### src/rtl/spi_mem_pkg.sv
// Shared command codes and sequencer states for the serial memory interface.
package spi_mem_pkg;
    localparam logic [7:0] OP_WREN  = 8'h06;
    localparam logic [7:0] OP_WRDI  = 8'h04;
    localparam logic [7:0] OP_RDSR  = 8'h05;
    localparam logic [7:0] OP_WRSR  = 8'h01;
    localparam logic [7:0] OP_READ  = 8'h03;
    localparam logic [7:0] OP_WRITE = 8'h02;
    localparam logic [7:0] OP_WRINC = 8'h07;

    typedef enum logic [2:0] {
        ST_IDLE, ST_OPC, ST_ADDR, ST_RDAT, ST_SRD, ST_WDAT, ST_SRWR, ST_HALT
    } cmd_state_t;
endpackage

### src/rtl/spi_mem_sync.sv
// Brings the three serial inputs into the clk domain through STAGES flops each
// and produces single-cycle edge pulses for the clock and chip select.
// Assumes the serial clock half period spans several clk cycles. All flops reset
// to 0, so chip select held low through reset never yields a falling edge.
module spi_mem_sync #(
    parameter int STAGES = 2
) (
    input  logic clk,
    input  logic rst_n,
    input  logic sck_in,
    input  logic cs_n_in,
    input  logic mosi_in,
    output logic sck_rise,
    output logic sck_fall,
    output logic cs_rise,
    output logic cs_fall,
    output logic cs_s,
    output logic cs_q,
    output logic mosi_s
);
    localparam int NSIG = 3;
    logic [NSIG-1:0] raw;
    logic [NSIG-1:0][STAGES-1:0] chain;
    logic sck_s, sck_q;

    assign raw = {mosi_in, cs_n_in, sck_in};

    for (genvar g = 0; g < NSIG; g++) begin : g_sync
        // Shift chain per input signal.
        always_ff @(posedge clk) begin
            if (!rst_n) chain[g] <= '0;
            else        chain[g] <= {chain[g][STAGES-2:0], raw[g]};
        end
    end

    assign sck_s  = chain[0][STAGES-1];
    assign cs_s   = chain[1][STAGES-1];
    assign mosi_s = chain[2][STAGES-1];

    // Previous synchronized level for edge detection.
    always_ff @(posedge clk) begin
        if (!rst_n) begin
            sck_q <= 1'b0;
            cs_q  <= 1'b0;
        end else begin
            sck_q <= sck_s;
            cs_q  <= cs_s;
        end
    end

    assign sck_rise = sck_s & ~sck_q;
    assign sck_fall = ~sck_s & sck_q;
    assign cs_rise  = cs_s & ~cs_q;
    assign cs_fall  = ~cs_s & cs_q;
endmodule

### src/rtl/spi_mem_seq.sv
// Command sequencer: assembles opcode, address and data bytes from the sampled
// bit stream and issues storage, latch and status requests. Assumes edge pulses
// from spi_mem_sync and a combinational read port on the storage side.
module spi_mem_seq
    import spi_mem_pkg::*;
#(
    parameter int ADDR_W = 10,
    parameter int PAGE_W = 5
) (
    input  logic              clk,
    input  logic              rst_n,
    input  logic              sck_rise,
    input  logic              cs_rise,
    input  logic              cs_fall,
    input  logic              mosi_s,
    input  logic              mem_wr_grant,
    input  logic              sr_wr_grant,
    output logic              sess,
    output logic              tx_en,
    output logic              load_req,
    output logic              load_sts,
    output logic [ADDR_W-1:0] addr,
    output logic              wren_req,
    output logic              wrdi_req,
    output logic              wr_stage,
    output logic [ADDR_W-1:0] wr_addr,
    output logic [7:0]        wr_data,
    output logic              wr_commit,
    output logic              wr_incr,
    output logic              wr_cancel,
    output logic              sr_wr_req,
    output logic [7:0]        sr_wr_data
);
    localparam int HI_BITS = ADDR_W - 8;

    cmd_state_t  st;
    logic [2:0]  cnt;
    logic [6:0]  sh;
    logic        addr_hi_done;
    logic        is_wr;
    logic        is_inc;
    logic        have;
    logic [7:0]  nb;

    assign nb    = {sh, mosi_s};
    assign sess  = (st != ST_IDLE);
    assign tx_en = (st == ST_RDAT) || (st == ST_SRD);

    // Transaction state, bit and byte handling, request pulse generation.
    always_ff @(posedge clk) begin
        if (!rst_n) begin
            st           <= ST_IDLE;
            cnt          <= '0;
            sh           <= '0;
            addr_hi_done <= 1'b0;
            is_wr        <= 1'b0;
            is_inc       <= 1'b0;
            have         <= 1'b0;
            addr         <= '0;
            load_req     <= 1'b0;
            load_sts     <= 1'b0;
            wren_req     <= 1'b0;
            wrdi_req     <= 1'b0;
            wr_stage     <= 1'b0;
            wr_addr      <= '0;
            wr_data      <= '0;
            wr_commit    <= 1'b0;
            wr_incr      <= 1'b0;
            wr_cancel    <= 1'b0;
            sr_wr_req    <= 1'b0;
            sr_wr_data   <= '0;
        end else begin
            load_req  <= 1'b0;
            wren_req  <= 1'b0;
            wrdi_req  <= 1'b0;
            wr_stage  <= 1'b0;
            wr_commit <= 1'b0;
            wr_cancel <= 1'b0;
            sr_wr_req <= 1'b0;
            if (cs_rise) begin
                if (st == ST_WDAT && have) begin
                    if (cnt == 3'd0 && mem_wr_grant) begin
                        wr_commit <= 1'b1;
                        wr_incr   <= is_inc;
                    end else begin
                        wr_cancel <= 1'b1;
                    end
                end
                if (st == ST_SRWR && have && cnt == 3'd0 && sr_wr_grant)
                    sr_wr_req <= 1'b1;
                st <= ST_IDLE;
            end else if (cs_fall) begin
                st           <= ST_OPC;
                cnt          <= '0;
                have         <= 1'b0;
                addr_hi_done <= 1'b0;
            end else if (sck_rise && st != ST_IDLE && st != ST_HALT) begin
                cnt <= cnt + 3'd1;
                sh  <= nb[6:0];
                if (cnt == 3'd7) begin
                    case (st)
                        ST_OPC: begin
                            case (nb)
                                OP_WREN:  begin wren_req <= 1'b1; st <= ST_HALT; end
                                OP_WRDI:  begin wrdi_req <= 1'b1; st <= ST_HALT; end
                                OP_RDSR:  begin st <= ST_SRD; load_req <= 1'b1; load_sts <= 1'b1; end
                                OP_WRSR:  st <= ST_SRWR;
                                OP_READ:  begin st <= ST_ADDR; is_wr <= 1'b0; end
                                OP_WRITE: begin st <= ST_ADDR; is_wr <= 1'b1; is_inc <= 1'b0; end
                                OP_WRINC: begin st <= ST_ADDR; is_wr <= 1'b1; is_inc <= 1'b1; end
                                default:  st <= ST_HALT;
                            endcase
                        end
                        ST_ADDR: begin
                            if (!addr_hi_done) begin
                                addr[ADDR_W-1:8] <= nb[HI_BITS-1:0];
                                addr_hi_done     <= 1'b1;
                            end else begin
                                addr[7:0] <= nb;
                                if (is_wr) begin
                                    st <= ST_WDAT;
                                end else begin
                                    st       <= ST_RDAT;
                                    load_req <= 1'b1;
                                    load_sts <= 1'b0;
                                end
                            end
                        end
                        ST_RDAT: begin
                            addr     <= addr + ADDR_W'(1);
                            load_req <= 1'b1;
                        end
                        ST_SRD: load_req <= 1'b1;
                        ST_WDAT: begin
                            wr_stage <= 1'b1;
                            wr_addr  <= addr;
                            wr_data  <= nb;
                            addr     <= {addr[ADDR_W-1:PAGE_W], addr[PAGE_W-1:0] + PAGE_W'(1)};
                            have     <= 1'b1;
                        end
                        ST_SRWR: begin
                            if (!have) begin
                                sr_wr_data <= nb;
                                have       <= 1'b1;
                            end
                        end
                        default: ;
                    endcase
                end
            end
        end
    end
endmodule

### src/rtl/spi_mem_tx.sv
// Output shifter: loads a byte on request and presents one bit per falling
// serial clock edge, MSB first. Assumes a load never coincides with a fall.
module spi_mem_tx (
    input  logic       clk,
    input  logic       rst_n,
    input  logic       sess,
    input  logic       tx_en,
    input  logic       sck_fall,
    input  logic       load,
    input  logic [7:0] load_byte,
    output logic       miso
);
    logic [7:0] sh;

    // Byte load and falling-edge shift; cleared whenever no transaction is open.
    always_ff @(posedge clk) begin
        if (!rst_n || !sess) begin
            sh   <= '0;
            miso <= 1'b0;
        end else if (load) begin
            sh <= load_byte;
        end else if (sck_fall && tx_en) begin
            miso <= sh[7];
            sh   <= {sh[6:0], 1'b0};
        end
    end
endmodule

### src/rtl/spi_mem_cmd_if.sv
// Top of the serial memory command interface: synchronizer, sequencer and
// output shifter. Assumes the storage read port answers combinationally.
module spi_mem_cmd_if #(
    parameter int ADDR_W      = 10,
    parameter int PAGE_W      = 5,
    parameter int SYNC_STAGES = 2
) (
    input  logic              clk,
    input  logic              rst_n,
    input  logic              spi_sck,
    input  logic              spi_cs_n,
    input  logic              spi_mosi,
    output logic              spi_miso,
    output logic              spi_miso_oe,
    output logic [ADDR_W-1:0] mem_addr,
    input  logic [7:0]        mem_rd_data,
    input  logic [7:0]        status_in,
    input  logic              mem_wr_grant,
    input  logic              sr_wr_grant,
    output logic              wren_req,
    output logic              wrdi_req,
    output logic              wr_stage,
    output logic [ADDR_W-1:0] wr_addr,
    output logic [7:0]        wr_data,
    output logic              wr_commit,
    output logic              wr_incr,
    output logic              wr_cancel,
    output logic              sr_wr_req,
    output logic [7:0]        sr_wr_data
);
    logic sck_rise, sck_fall, cs_rise, cs_fall, cs_s, cs_q, mosi_s;
    logic sess, tx_en, load_req, load_sts;

    spi_mem_sync #(.STAGES(SYNC_STAGES)) u_sync (
        .clk(clk), .rst_n(rst_n), .sck_in(spi_sck), .cs_n_in(spi_cs_n),
        .mosi_in(spi_mosi), .sck_rise(sck_rise), .sck_fall(sck_fall),
        .cs_rise(cs_rise), .cs_fall(cs_fall), .cs_s(cs_s), .cs_q(cs_q),
        .mosi_s(mosi_s)
    );

    spi_mem_seq #(.ADDR_W(ADDR_W), .PAGE_W(PAGE_W)) u_seq (
        .clk(clk), .rst_n(rst_n), .sck_rise(sck_rise), .cs_rise(cs_rise),
        .cs_fall(cs_fall), .mosi_s(mosi_s), .mem_wr_grant(mem_wr_grant),
        .sr_wr_grant(sr_wr_grant), .sess(sess), .tx_en(tx_en),
        .load_req(load_req), .load_sts(load_sts), .addr(mem_addr),
        .wren_req(wren_req), .wrdi_req(wrdi_req), .wr_stage(wr_stage),
        .wr_addr(wr_addr), .wr_data(wr_data), .wr_commit(wr_commit),
        .wr_incr(wr_incr), .wr_cancel(wr_cancel), .sr_wr_req(sr_wr_req),
        .sr_wr_data(sr_wr_data)
    );

    spi_mem_tx u_tx (
        .clk(clk), .rst_n(rst_n), .sess(sess), .tx_en(tx_en),
        .sck_fall(sck_fall), .load(load_req),
        .load_byte(load_sts ? status_in : mem_rd_data), .miso(spi_miso)
    );

    assign spi_miso_oe = sess;
endmodule

### config.mk
export PLATFORM = sky130hd
export DESIGN_NAME = spi_mem_cmd_if
export DESIGN_NICKNAME = d
export VERILOG_FILES = /design/src/rtl/spi_mem_pkg.sv /design/src/rtl/spi_mem_sync.sv /design/src/rtl/spi_mem_seq.sv /design/src/rtl/spi_mem_tx.sv /design/src/rtl/spi_mem_cmd_if.sv
export SDC_FILE = /design/constraint.sdc
export NUM_CORES = 1
export LEC_CHECK = 0
export ABC_AREA = 1
export ABC_CLOCK_PERIOD_IN_PS = 2200
export BUFFER_PORTS_ARGS = -buffer_cell sky130_fd_sc_hd__buf_2
export CAP_MARGIN = 30
export CORE_MARGIN = 5
export CORE_UTILIZATION = 55
export CTS_BUF_LIST = sky130_fd_sc_hd__clkbuf_16
export CTS_CLUSTER_DIAMETER = 80
export DETAILED_ROUTE_END_ITERATION = 8
export PLACE_DENSITY = 0.82
export SLEW_MARGIN = 20
export SYNTH_ARGS = -nofsm -noshare
export SYNTH_HDL_FRONTEND = slang
export SYNTH_SLANG_ARGS = --single-unit
export TNS_END_PERCENT = 5
### constraint.sdc
create_clock -name clk -period 2.2 [get_ports clk]
set_input_delay 0.11 -clock clk [delete_from_list [all_inputs] [get_ports clk]]
set_output_delay 0.11 -clock clk [all_outputs]
set_load 0.05 [all_outputs]
* Yosys cells after proc, flatten, opt, wreduce, memory -nomap -nowiden *
Cells that the tools add are included.

word-level totals
  flip-flop bits (word level) = 79
  output and inout bits = 45
  logic and storage cells = 160
  input port bits = 23

operators by class
  add/sub/neg operators = 3
  bitwise operators = 17
  equality and inequality tests = 20
  multiplexer cells = 39
  reduce and logical (&&, ||, !) cells = 51

operators with widths
  cell                     count
  $eq A8 B3 Y1 const B     4
  $mux W8                  4
  $pmux W10 S3             1
  $reduce_and A6 Y1        4
  $mux W1                  23
  $reduce_bool A2 Y1       9
  $eq A8 B2 Y1 const B     2
  $reduce_and A4 Y1        4
  $reduce_and A7 Y1        2
  $not A1 Y1               13
  $eq A3 B3 Y1 const B     4
  $mux W3                  4
  $add A10 B1 Y10 const B  1
  $pmux W3 S3              1
  $reduce_and A3 Y1        3
  $reduce_bool A3 Y1       3
  $eq A8 B1 Y1 const B     1
  $logic_and A1 B1 Y1      8
  $reduce_and A8 Y1        1
  $reduce_or A2 Y1         4
  $eq A3 B2 Y1 const B     2
  $pmux W1 S2              3
  $pmux W3 S2              1
  $reduce_and A2 Y1        3
  17 further kinds         25

* Logic depth before layout (Yosys ltp) *
  depth after elaboration = 7
  mapped depth = 10
  gate-level depth less buffers = 10

* Hierarchy *
Synthesis repeated with hierarchy kept, for this count alone.

unflattened totals
  cells, all modules = 599
  area total of the unflattened synthesis = 3981.3 um2

modules (own cells, without submodules)
  module          area an instance (um2)  instances  cells each  seq. area each (um2)
  spi_mem_seq     3188.1                  1          476         1241.2
  spi_mem_tx      432.9                   1          64          180.2
  spi_mem_sync    255.2                   1          33          160.2
  spi_mem_cmd_if  105.1                   1          26          0.0

* Worst setup path before layout *
No wires, ideal clock.

  kind = register to register
  start = reg u_seq.addr[0]
  end = reg u_seq.addr[6]
  path buffers = 0
  setup slack = 0.441 ns
  arrival time = 1.642 ns
  clock period less this slack = 1.759 ns
  stages on the path, launching flop included = 9
  data required time = 2.082 ns
  library setup time = 0.118 ns
  cell sequence = dfxtp_1 > ha_1 > nand3_1 > nor3_1 > nor2_1 > o21ai_1 > o21ai_0 > nor2_1 > nor2_1

between the ends
  longest elaborated chain between the ends = 2

ends and longest elaborated chain
  item                             RTL line            text
  start, declared                  spi_mem_seq.sv:22   output logic [ADDR_W-1:0] addr,
  start signal, assigned by index  spi_mem_seq.sv:116  addr[ADDR_W-1:8] <= nb[HI_BITS-1:0];
  start signal, assigned           spi_mem_seq.sv:119  addr[7:0] <= nb;
  start signal, assigned           spi_mem_seq.sv:130  addr <= addr + ADDR_W'(1);
  $add A10 B1 Y10                  spi_mem_seq.sv:130
  $pmux W10 S3                     spi_mem_seq.sv:101  case (st)

Every way passes these cells.
A chain may end at the register's enable or synchronous reset.

* Final worst setup path *
  start = reg u_seq.cnt[1]
  end = reg u_seq.addr[7]

between the ends
  longest elaborated chain between the ends = 2

ends and longest elaborated chain
  item                                RTL line            text
  start, declared                     spi_mem_seq.sv:37   logic [2:0] cnt;
  start signal, assigned              spi_mem_seq.sv:98   cnt <= cnt + 3'd1;
  $eq A3 B3 Y1                        spi_mem_seq.sv:100  if (cnt == 3'd7) begin
  $reduce_and A7 Y1 (no source line)  n/a

Every way passes these cells.

==> summary.md <==
| Metric | Value |
|---|---|
| Status | finished, final reports clean |
| Distinct cell type count after synthesis | 28 |
| Met1 Use GR | 26.8% |
| Syn. warnings | 0 |
| Synth-to-Final Area Change | 19.4% |
| Clock Latency Late Sink | roughly 330 ps |
| TritonCTS clock tree | done |
| Net count, final | 617 |
| MaxCap Viol Count | 0 |
| Hold Crit Endpoint | u_seq.sr_wr_req |
| Post-synthesis area per instance | just under 7 um^2 |
| Pin count of the biggest net entering global routing | 28 |
| GPL Wtd Cong | 0.951 |
| RR Startpoint | u_seq.cnt[1] |
| Hold depth | 3 |
| Routed Antenna Nets | 0 |
| Detailed Route Iter0 Violations | 269 |
| Die area | approximately 8300 um^2 |
| Clock power frac | approximately half |
| Synth top area share | a little over two fifths |
| Most common cell in the synthesized netlist | nand2_1 |
| GR Layer Usage met3 | roughly 4% |
| Asr flop ratio synth | 0% |
| Synth Area in Adders | under 10% |
| Worst setup EP type | flip-flop |
| H-tree Lvls | 3 |
| Setup Fix Bufs, Post-CTS | 0 |
| Hold Vio Cnt, Final | 0 |
| R2R setup slack | 300 ps |
| Power per cell area | 693 nW/um^2 |
| Core ar. | between 6000 and 7000 um^2 |
| Worst VDD drop | between 0.5 and 0.6 mV |
| Hold crit path type | in -> reg |
| Via-per-instance ratio | ~5.2 |
| I/O Pins | 68 |
| Cells after synthesis | 519 |
| Die span in x | slightly above 90 um |
| Design area | around 4300 um^2 |
| Avg WL per Cell | around 13 um |
| Final Cycle Share | a little under 90% |
| Mapped Area | between 3000 and 4000 um^2 |
| WS Path Type | reg -> reg |
| Total gr overflow | 0 |
| Post-CTS resize count | 0 |
| Crit path launch type | flip-flop |
| Synth top cells by count | nand2_1 (105), nor2_1 (93), dfxtp_1 (79) |
| Port buffer count | 67 |
| Met2 Use GR | 35.2% |
| Die H | between 90 and 100 um |
| DP Wirelength | ~6400 um |
| Net count after synthesis | about 550 |
| Layout cells sized above 1 | 17.5% |
| RSZ-0062 raised after global routing | no |
| Worst EP required | 2420 ps |
| Flop pwr share | between 40 and 50% |
| Post-Synth Simple-Gate Area | 31.6% |
| GRT Overall Usage | approximately a fifth |
| Final WS setup | just under 300 ps |
| P_leak | roughly 1.9 nW |
| Hold WS | slightly below 50 ps |
| Switch share | ~22% |
| DR DRC count | 0 |
| Worst-path fanout max | 5 |
| Multiplexer share of the synthesized area | 0% |
| Final Util | about two thirds |
| ANT cells | 0 |
| Root Buffer | clkbuf_16 |
| Largest area contributor in the netlist | dfxtp_1 |
| Routed wire length | 8770 um |
| Longest Clk Path Bufs | 2 |
| Global-route wire length before repair | approximately 15000 um |
| Placed Area | about 4000 um^2 |
| Filler cell count | between 500 and 600 |
| Clock Sinks | 79 |
| Seq/Total Area, Yosys | a little over two fifths |
| Clk slew on worst S/H paths | around 60 ps |
| Largest cells by area after synthesis | dfxtp_1 (44%), nand2_1 (11%), nor2_1 (9.7%) |
| Reg-to-Reg End | u_seq.addr[7] |
| Initial Util | between 50% and 60% |
| CTS Buf Count | 9 |
| Psw | ~0.64 mW |
| Initial antenna violation count | 0 |
| Upper clock frequency limit | ~0.53 GHz |
| Pre-CTS setup slack | ~340 ps |
| Min-delay src | sr_wr_grant |
| Max_slew headroom | approximately 69% |
| Final Max Tran Viols | 0 |
| Reg2Reg Depth | 9 |
| Rows | 29 |
| # setup viols final | 0 |
| Crit path DAT | about 2100 ps |
| Final setup TNS | 0 ps |
| Vias in the first global route | about 3300 |
| Clock Skews | 3.79 ps |
| Final min period | around 1900 ps |
| Worst-Margin Slew | between 400 and 500 ps |
| Largest family of logic cells by synthesized area | simple AND/OR/NAND/NOR gates |
| TritonRoute pass-1 iters | 5 |
| Synth Flop Type | dfxtp_1 |
| DR vias | roughly 3500 |
| Synth Register Bits | 79 |
| Cell-internal power | 2.34 mW |
| Number of flops mapped to enable cells by yosys | 0 |
| GRT Max-Usage Layer | met2 |
| Compound-Gate Fraction of Synth Area | 13.8% |
| Part of the power in combinational logic | between 3 and 4% |
| Post-Synth XOR/XNOR Area | less than 1% |
## placed cells by master, fill, tap and decap left out, drive strengths merged, types with 3 or more instances in the layout
cell	Yosys	final
clkinv	1	5
a21oi	43	43
nand2	109	109
nand3	31	31
nand4	7	7
dfxtp	79	79
clkbuf	10	9
nor2	102	102
inv	59	59
nor3	10	10
o21ai	52	52
dlygate4sd3	0	3
buf	3	68
ha	6	6
## per-stage QoR
stage / instances / total power, mW
6_report: 670 / 2.99
3_3_place_gp: 651 / 1.57
3_5_place_dp: 651 / 1.57
2_1_floorplan: 519 / 1.53
4_1_cts: 670 / 3.00
5_1_grt: 670 / 3.08
## layer usage
metal | vias to the layer above | part of all wire, %
met1 | 1592 | 45
met4 | 0 | 1.5
met3 | 10 | 6.0
met5 | - | 0
met2 | 111 | 48
li1 | 1803 | -
## flip-flops by register name, indices dropped and copies added, names as in the netlist, 3 cells and up
| register | flops |
|---|---|
| u_sync.chain | 4 |
| u_seq.wr_addr | 10 |
| u_seq.wr_data | 8 |
| u_seq.sh | 7 |
| u_seq.addr | 10 |
| u_tx.sh | 8 |
| u_seq.cnt | 3 |
| u_seq.sr_wr_data | 8 |
| u_seq.st | 3 |
## power groups by stage
stage	Clock [mW]	Sequential, mW	Combinational (mW)
after floorplan	0	1.47	0.0591
after global placement	0	1.48	0.0892
after detailed placement	0	1.48	0.0923
after CTS	1.46	1.45	0.0972
after global routing	1.52	1.45	0.109
final	1.44	1.45	0.0978
## critical path, cell delays in order, from the launching register on
cell and delay [ps]:
dfxtp_1 380, ha_1 180, ha_1 190, inv_1 120
nor2_1 140, nand4_1 160, nor2_1 280, o21ai_0 170
nor2_1 130, nor2_1 40
## layout make-up
type                       count  area (um^2)  area share (%)
clock buffer                   9          225            5.22
multi-input combinational    367         1740            40.4
tap                           77         96.3            2.23
clock inverter                 7         63.8            1.48
inverter                      60          230            5.34
timing repair buffer          71          373            8.65
sequential                    79         1580            36.7
## worst max-delay path by stage
stage                       start                  end  slack, ps  depth (start not counted)
floorplan           u_seq.addr[0]        u_seq.addr[6]        440                          8
global placement     u_seq.cnt[0]  u_seq.sr_wr_data[1]        430                          9
detailed placement   u_seq.cnt[1]  u_seq.sr_wr_data[7]        340                          9
CTS                  u_seq.cnt[1]        u_seq.addr[7]        320                          9
global route         u_seq.cnt[1]        u_seq.addr[7]        140                          9
finish               u_seq.cnt[1]        u_seq.addr[7]        300                          9
## timing repair
item,in CTS,in global routing
endpoints found under the setup margin,0,0
hold endpoints to repair,3,0
hold buffers,3,0
## logic make-up (layout without fill, tap and decap cells)
group	after synthesis	after routing
AOI/OAI and AO/OA	98	98
xor gates and xnor gates	3	3
adders and majority gates	6	6
buffers and inverters	73	147
DFF	79	79
and+or+nand+nor	260	260
Note: power is estimated with default switching activity, not from simulation.
